==> config.mk <==
export PLATFORM = sky130hd
export DESIGN_NAME = trc_ctrl
export DESIGN_NICKNAME = d
export VERILOG_FILES = /design/src/rtl/trc_pkg.sv /design/src/rtl/trc_ctrl.sv
export SDC_FILE = /design/constraint.sdc
export NUM_CORES = 1
export LEC_CHECK = 0
export BUFFER_PORTS_ARGS = -buffer_cell sky130_fd_sc_hd__buf_2
export CAP_MARGIN = 30
export CORE_ASPECT_RATIO = 0.75
export CORE_MARGIN = 1.5
export CORE_UTILIZATION = 52
export DETAILED_ROUTE_END_ITERATION = 10
export PLACE_DENSITY = 0.77
export SLEW_MARGIN = 20
export SYNTH_ARGS = -nofsm -noshare
export SYNTH_HDL_FRONTEND = slang
export SYNTH_SLANG_ARGS = --single-unit
==> constraint.sdc <==
create_clock -name clk -period 2.5 [get_ports clk]
set_clock_uncertainty 0.15 [all_clocks]
set_input_delay 0.625 -clock clk [delete_from_list [all_inputs] [get_ports clk]]
set_output_delay 0.625 -clock clk [all_outputs]
set_load 0.05 [all_outputs]
==> src/rtl/trc_pkg.sv <==
package trc_pkg;

  // Edges between the sigC check and the sigD check.
  localparam int C_TO_D  = 2;
  // Width of the per-cycle outcome tallies carried from control to datapath.
  localparam int TALLY_W = 8;

  typedef enum logic [2:0] {
    ST_IDLE,   // slot free
    ST_WATCH,  // sigA seen, waiting for sigB
    ST_ARMED,  // trigger complete, checking sigC / sigD
    ST_HIT,    // real pass, transient
    ST_VOID,   // vacuous pass, transient
    ST_MISS    // failure, transient
  } slotState_e;

  typedef struct packed {
    logic [TALLY_W-1:0] passN;
    logic [TALLY_W-1:0] vacN;
    logic [TALLY_W-1:0] failN;
  } tallyStrobe_t;

endpackage

==> src/rtl/trc_ctrl.sv <==
module trc_ctrl
  import trc_pkg::*;
#(
  parameter int SLOTS = 5
) (
  input  logic         clk,
  input  logic         rstN,
  input  logic         sigA,
  input  logic         sigB,
  input  logic         sigC,
  input  logic         sigD,
  input  logic         disableIn,
  input  logic         endOfTest,
  output tallyStrobe_t strobe
);

  localparam int PH_W = $clog2(C_TO_D + 1);

  logic [SLOTS-1:0] freeV;
  logic [SLOTS-1:0] grant;
  logic [SLOTS-1:0] hitV;
  logic [SLOTS-1:0] voidV;
  logic [SLOTS-1:0] missV;
  logic             startReq;

  assign startReq = sigA && !disableIn;

  // Lowest-index free slot takes the new attempt; terminal slots count as free.
  always_comb begin
    logic taken;
    taken = 1'b0;
    grant = '0;
    for (int i = 0; i < SLOTS; i++) begin
      if (startReq && freeV[i] && !taken) begin
        grant[i] = 1'b1;
        taken    = 1'b1;
      end
    end
  end

  generate
    for (genvar i = 0; i < SLOTS; i++) begin : g_slot
      slotState_e      curSt;
      slotState_e      nxtSt;
      logic [PH_W-1:0] curPh;
      logic [PH_W-1:0] nxtPh;

      always_comb begin
        nxtSt = curSt;
        nxtPh = curPh;
        unique case (curSt)
          ST_WATCH: begin
            if (disableIn || endOfTest) nxtSt = ST_VOID;
            else if (sigB) begin
              nxtSt = ST_ARMED;
              nxtPh = '0;
            end else nxtSt = ST_IDLE;
          end
          ST_ARMED: begin
            if (disableIn) nxtSt = ST_VOID;
            else if (curPh == '0) begin
              if (sigC) nxtPh = PH_W'(1);
              else      nxtSt = ST_MISS;
            end else if (curPh == PH_W'(C_TO_D)) begin
              nxtSt = sigD ? ST_HIT : ST_MISS;
            end else begin
              nxtPh = curPh + PH_W'(1);
            end
          end
          default: begin
            nxtSt = grant[i] ? ST_WATCH : ST_IDLE;
            nxtPh = '0;
          end
        endcase
      end

      always_ff @(posedge clk or negedge rstN) begin
        if (!rstN) begin
          curSt <= ST_IDLE;
          curPh <= '0;
        end else begin
          curSt <= nxtSt;
          curPh <= nxtPh;
        end
      end

      assign freeV[i] = (curSt != ST_WATCH) && (curSt != ST_ARMED);
      assign hitV[i]  = (curSt == ST_HIT);
      assign voidV[i] = (curSt == ST_VOID);
      assign missV[i] = (curSt == ST_MISS);
    end
  endgenerate

  always_comb begin
    strobe.passN = TALLY_W'($countones(hitV));
    strobe.vacN  = TALLY_W'($countones(voidV));
    strobe.failN = TALLY_W'($countones(missV));
  end

endmodule

---- Yosys cells after proc, flatten, opt, wreduce, memory -nomap -nowiden ----
Index checks and enable logic that the tools add are counted.
word-level totals
  logic and storage cells ................. 198
  flip-flop bits (word level) ............. 25
operators by class
  equal/unequal tests ..................... 75
  reductions and logical operators ........ 36
  muxes and demuxes ....................... 60
  add/sub/neg operators ................... 17
operator list
  operator                                                                 number
  3-bit two-way mux                                                        18
  4-bit inequality test, second input constant                             10
  2-bit two-way mux                                                        19
  3-bit by 2-bit == test with 1-bit output, second input constant          10
  3-bit == test, second input constant                                     10
  2-bit inequality test, second input constant                             15
  3-bit inequality test, second input constant                             10
  3-bit one-hot mux with 2 select lines                                    5
  5-bit AND reduction                                                      5
  2-bit one-hot mux with 2 select lines                                    5
  3-bit by 1-bit == test with 1-bit output, second input constant          5
  1-bit logical AND                                                        15
  3-bit by 1-bit inequality test with 1-bit output, second input constant  5
  3-bit by 2-bit inequality test with 1-bit output, second input constant  5
  1-bit two-way mux                                                        13
  1-bit by 1-bit adder with 2-bit output                                   6
  3-bit by 1-bit adder with 4-bit output                                   3
  2-bit by 1-bit adder with 2-bit output, second input constant            5
  2-bit == test, second input constant                                     5
  2-bit zero test                                                          5
  2-bit AND reduction                                                      5
  2-bit by 2-bit adder with 3-bit output                                   3
  1-bit zero test                                                          5
  1-bit logical OR                                                         1

---- Longest topological paths before layout ----
Gate-level depths: netlist of the first run.
  word-level depth ........................ 18
  gate-level depth with buffers ........... 7
  depth with buffers taken out ............ 7

---- Worst setup path before layout of the first run ----
No wires, ideal clock.
  path type ............................... register to output
  start ................................... register g_slot[0].curSt[1]
  end ..................................... output strobe[1] (netlist name)
  required time ........................... 1725 ps
  data arrival time ....................... 2210 ps
  setup slack ............................. -485 ps
  stages on the path, launching flop included .. 7
  cells stage by stage .................... dfrtp_1 > nor2_1 > nand2_1 > fa_1 > inv_1 > fa_1 > ha_1
RTL lines
  item                      line            RTL
  start: declaration        trc_ctrl.sv:43  slotState_e curSt;
  start signal: assignment  trc_ctrl.sv:82  curSt <= nxtSt;
  end: declaration          trc_ctrl.sv:14  output tallyStrobe_t strobe

==> summary.txt, run 1 <==
status - finished, violations left
failing checks - setup timing
Vias - 1697
via-per-instance ratio - 5.32
Core Footprint - 3760 um^2
RSZ-0062 raised after global routing - yes
critical path startpoint category - flip-flop
routed wire length per instance - 14.3 um
Clock Tree Root - clkbuf_8
Distinct cells, synth - 46
PD cells - 346 nW/um^2
Starting Density - 56.0%
max-cap violations - 0
worst-margin pin slew - 0.597 ns
Leak - 1.12 nW
die height - 58.1 um
final hold violations - 0
Synth Register Bits - 25
dpl cell area - 2340 um^2
Worst-path clk slew - 0.09 ns
Max Slew Vio Count - 0
first-pass GRT wire length - 7800 um
ys flop type - dfrtp_1
Starting DRT DRC Count - 75
number of global-route vias before repair - 1665
Finish-stage setup viols - 9
Synth warnings - 0
worst endpoint required time - 1.73 ns
most frequent cells in the layout - dfrtp_1, nor2_1, inv_1
Tcrit/Tclk final - 122%
Die Area - 4440 um^2
Max H-tree Level - 1
Peak VDD IR - 0.211 mV
utilization after layout - 65.4%
DRC Markers - 0
IO buf count - 16
die extent in x - 76.4 um
post-synthesis cell count - 238
WL final - 4550 um
CTS tree - done
All-Layer GR Usage - 22.3%
RePlAce Congestion - 0.833
cell area after synthesis - 2100 um^2
GRT Residual Overflow - 0
row cnt - 19
Hold Path Class - input port to async pin
worst path arrival time - 2.28 ns
Async SR Flop Fraction - 100%
register area share after synthesis - 29.8%
pre-CTS setup slack - -0.382 ns
final instance area - 2460 um^2
largest net degree at the start of global routing - 26
dpl hpwl - 3430 um
Num CTS Buffers - 3
Ant. Diodes - 0
ANT nets after route - 0
drt pass-1 iters - 4
initial antenna violation count - 0
fin crit period - 3.06 ns
Area Overhead vs Synth - 16.8%
max frequency - 327 MHz
critical path class - flip-flop to output pin
Final Net Count - 299
Avg Cell Area, Syn - 8.83 um^2
CTS sink cnt - 25
CP endpoint kind - output pin
commonest non-fill, non-tap cell in the layout - dfrtp_1
clk buf depth - 2
Worst Path Max Fanout - 5
clock latency on the worst-skew pair - 0.28 ns
# IOs - 32
setup ws final - -0.556 ns
number of synthesized flops with an enable pin - 0
layout cells sized above 1 - 21.3%
Slew HR - 60.2%
## state kept, by name (all words and copies together) (netlist names)
name,flops
g_slot.curSt,15
g_slot.curPh,10
## cell families after synthesis
group           count (synthesis)  synth area share [%]
flops                          25                  29.8
simple gates                   90                  24.8
xor+xnor                        1                 0.417
buf+inv                        42                  10.7
compound gates                 56                  18.3
fa+ha+maj                      23                  15.8
other cells                     1                 0.178
## report_power, final
part           switching [mW]  internal, mW  leakage, nW
sequential            0.00799         0.411        0.347
combinational           0.129        0.0501        0.751
clock                   0.139         0.112       0.0255
## cell usage after synthesis (all sizes together) (2+ instances only)
cell type	count	area (um^2)
or3	3	28.8
nand2b	9	56.3
o31a	4	35.0
a21oi	17	85.1
nor3	8	55.1
o32ai	3	26.3
clkbuf	2	7.51
inv	21	78.8
o22ai	3	18.8
o21ai	7	35.0
ha	17	213
nor2	23	86.3
and2	2	12.5
nor3b	8	76.3
nor4	2	12.5
dfrtp	25	626
buf	19	139
o22a	3	26.3
nor2b	14	87.6
nand2	16	60.1
a2111oi	2	17.5
fa	6	120
a32o	2	20.0
o31ai	4	30.0
o32a	2	20.0
a31oi	3	18.8
## what timing repair did
item,4_1_cts,5_1_grt
hold endpoints to repair,0,0
gates cloned,0,0
setup buffers,1,0
hold buffers,0,0
resized for setup,19,0
endpoints found under the setup margin,9,9
## routing by layer
| layer | share of wire [%] | track usage (%) |
|---|---|---|
| met5 | 0 | 0 |
| met2 | 47 | 37.1 |
| met1 | 48 | 31.1 |
| met3 | 4.4 | 5.35 |
| met4 | 0.20 | 2.12 |
## per-stage QoR
stage               total power [mW]  hold slack, ns  TNS (ns)  instances
floorplan                      0.574           0.179     -1.03        252
global placement               0.598           0.327     -2.23        314
detailed placement             0.600           0.333     -2.42        314
CTS                            0.854           0.211     -4.44        319
global route                   0.882           0.247     -5.15        319
finish                         0.849           0.190     -4.34        319
## worst max-delay path, stage by stage, from the launching register on
cell     delay [ns]
dfrtp_1        0.43
and2_1         0.17
nor2b_4        0.12
fa_1           0.46
fa_2           0.40
ha_4           0.29
buf_8          0.13
## final cells by class
| cell class | count | area, um^2 |
|---|---|---|
| repair buffers | 32 | 269 |
| multi-input cells | 185 | 1370 |
| clock inverters | 1 | 5.00 |
| clock buffers | 3 | 41.3 |
| well taps | 52 | 65.1 |
| fillers | 319 | 1300 |
| flip-flops and latches | 25 | 626 |
| inverters | 21 | 78.8 |
## final timing paths
kind                                                startpoint                              to  slack, ns  cells after the start
min in group clk                g_slot[1].curPh[0]$_DFFE_PN0P_  g_slot[1].curPh[0]$_DFFE_PN0P_       0.35                      1
worst max-delay path            g_slot[0].curSt[0]$_DFFE_PN0P_                      strobe[17]      -0.56                      6
worst min-delay path                                      rstN  g_slot[2].curPh[0]$_DFFE_PN0P_       0.19                      1
worst min register to register  g_slot[1].curPh[0]$_DFFE_PN0P_  g_slot[1].curPh[0]$_DFFE_PN0P_       0.35                      1
max in group asynchronous                                 rstN  g_slot[3].curPh[1]$_DFFE_PN0P_       1.62                      1
worst max register to register  g_slot[4].curPh[0]$_DFFE_PN0P_  g_slot[4].curPh[0]$_DFFE_PN0P_       0.59                      6
(Power assumes the default switching activity.)
==> run 2: changes to the inputs <==
==> constraint.sdc (replaced) <==
create_clock -name clk -period 2.5 [get_ports clk]
set_clock_uncertainty 0.15 [all_clocks]
set_input_delay 0.375 -clock clk [delete_from_list [all_inputs] [get_ports clk]]
set_output_delay 0.375 -clock clk [all_outputs]
set_load 0.05 [all_outputs]
==> summary.txt, run 2 (synthesis gave the netlist of run 1 again) <==
Worst-path clk slew - 0.08 ns (about the same)
Finish-stage setup viols - 9 (unchanged)
dpl hpwl - 3640 um (+6.0%)
worst path arrival time - 2.32 ns (+0.04 ns)
CTS tree - done
status - finished, violations left
drt pass-1 iters - 4 (unchanged)
clock latency on the worst-skew pair - 0.27 ns (about the same)
first-pass GRT wire length - 7820 um (+0.18%)
commonest non-fill, non-tap cell in the layout - dfrtp_1
Max H-tree Level - 1 (unchanged)
Ant. Diodes - 0 (unchanged)
row cnt - 19 (unchanged)
RSZ-0062 raised after global routing - yes
setup ws final - -0.344 ns (+0.212 ns)
Slew HR - 60.3% (about the same)
Final Net Count - 304 (+1.7%)
IO buf count - 16 (unchanged)
DRC Markers - 0 (unchanged)
number of global-route vias before repair - 1679 (+0.84%)
Peak VDD IR - 0.241 mV (+14%)
Non-Filler Instances - 324 (+1.6%)
All-Layer GR Usage - 22.5% (+0.17 points)
Vias - 1732 (+2.1%)
layout cells sized above 1 - 22.4% (+1.1 points)
dpl cell area - 2330 um^2 (-0.75%)
ANT nets after route - 0 (unchanged)
PD cells - 340 nW/um^2 (-1.6%)
Clock Tree Root - clkbuf_8
final hold violations - 0 (unchanged)
worst-margin pin slew - 0.596 ns (-0.000649 ns)
max frequency - 352 MHz (+7.5%)
critical path class - flip-flop to output pin
Inst Count DP - 316 (+0.64%)
CTS sink cnt - 25 (unchanged)
RePlAce Congestion - 0.821 (-1.4%)
die height - 58.1 um (unchanged)
final instance area - 2500 um^2 (+1.7%)
Largest Register - g_slot.curSt
Hold Path Class - input port to flip-flop
Tcrit/Tclk final - 114% (-8.5 points)
clk buf depth - 2 (unchanged)
CP endpoint kind - output pin
Die Area - 4440 um^2 (unchanged)
routed wire length per instance - 14.8 um (+3.9%)
GRT Residual Overflow - 0 (unchanged)
pre-CTS setup slack - -0.205 ns (+0.177 ns)
Starting Density - 56.0% (unchanged)
Max Slew Vio Count - 0 (unchanged)
failing checks - setup timing
Core Footprint - 3760 um^2 (unchanged)
Starting DRT DRC Count - 86 (+15%)
worst endpoint required time - 1.98 ns (+0.25 ns)
max FFs per register - 15 (unchanged)
Num CTS Buffers - 3 (unchanged)
critical path startpoint category - flip-flop
Worst Path Max Fanout - 4 (-1)
most frequent cells in the layout - dfrtp_1, nor2_1, inv_1, buf_4, a21oi_1
initial antenna violation count - 0 (unchanged)
# IOs - 32 (unchanged)
WL final - 4800 um (+5.5%)
via-per-instance ratio - 5.35 (+0.49%)
Leak - 1.15 nW (+2.1%)
die extent in x - 76.4 um (unchanged)
max-cap violations - 0 (unchanged)
Area Overhead vs Synth - 18.8%
top flop regs - g_slot.curSt x15, g_slot.curPh x10
fin crit period - 2.84 ns (-0.212 ns)
largest net degree at the start of global routing - 27 (+3.8%)
==> run 2: through the flow <==
| step | utilization [%] | hold slack [ns] | TNS (ns) | power, mW |
|---|---|---|---|---|
| 2_1_floorplan | - | -0.0706 | 0 | 0.572 |
| 3_3_place_gp | 61.9 | 0.264 | -0.565 | 0.598 |
| 3_5_place_dp | 61.9 | 0.267 | -0.748 | 0.600 |
| 4_1_cts | 65.9 | 0.232 | -2.56 | 0.859 |
| 5_1_grt | 66.5 | 0.257 | -2.92 | 0.890 |
| 6_report | 66.5 | 0.247 | -2.29 | 0.850 |
==> run 2: layer usage <==
metal | up-vias | global-route usage, % | routed length [um]
met5 | - | 0 | 0
met2 | 33 | 37.9 | 2210
met3 | 2 | 3.94 | 236
met1 | 827 | 31.4 | 2340
li1 | 870 | - | -
met4 | 0 | 3.44 | 10
==> run 2: repair_timing <==
| action | CTS | global route |
|---|---|---|
| pin swaps | 9 | 1 |
| resized for setup | 25 | 6 |
| endpoints found under the hold margin | 25 | 0 |
| setup endpoints to repair | 9 | 9 |
| hold buffers | 1 | 0 |
| buffers inserted | 2 | 1 |
==> run 2: cell type report <==
class | count | area, um^2
multi-input cells | 185 | 1370
fillers | 330 | 1260
flip-flops and latches | 25 | 627
repair buffers | 37 | 315
inverters | 21 | 78.8
well taps | 52 | 65.1
clock buffers | 4 | 45.0
==> run 2: path summary, 6_finish.rpt <==
path	start	end	slack [ns]	cells after the start
max	g_slot[0].curSt[0]$_DFFE_PN0P_	strobe[1]	-0.34	8
min in group asynchronous	rstN	g_slot[3].curPh[1]$_DFFE_PN0P_	0.48	2
max reg2reg	g_slot[0].curSt[0]$_DFFE_PN0P_	g_slot[4].curSt[0]$_DFFE_PN0P_	0.55	7
min reg2reg	g_slot[1].curPh[0]$_DFFE_PN0P_	g_slot[1].curPh[0]$_DFFE_PN0P_	0.34	1
max in group asynchronous	rstN	g_slot[0].curSt[1]$_DFFE_PN0P_	1.28	2
min	sigA	g_slot[0].curSt[0]$_DFFE_PN0P_	0.25	3
==> run 2: report_power, final <==
part | switching [mW] | internal, mW | total, mW | leakage (nW)
clock network | 0.130 | 0.114 | 0.244 | 0.0228
registers | 0.00937 | 0.411 | 0.420 | 0.345
logic | 0.130 | 0.0558 | 0.186 | 0.779
total | 0.269 | 0.581 | 0.850 | 1.15
==> run 2: critical path, stage by stage (launching register included) <==
cell,delay [ns]
dfrtp_1,0.43
inv_2,0.06
nor2_2,0.13
nand2_2,0.08
fa_1,0.55
inv_1,0.05
fa_2,0.34
ha_4,0.28
buf_8,0.13
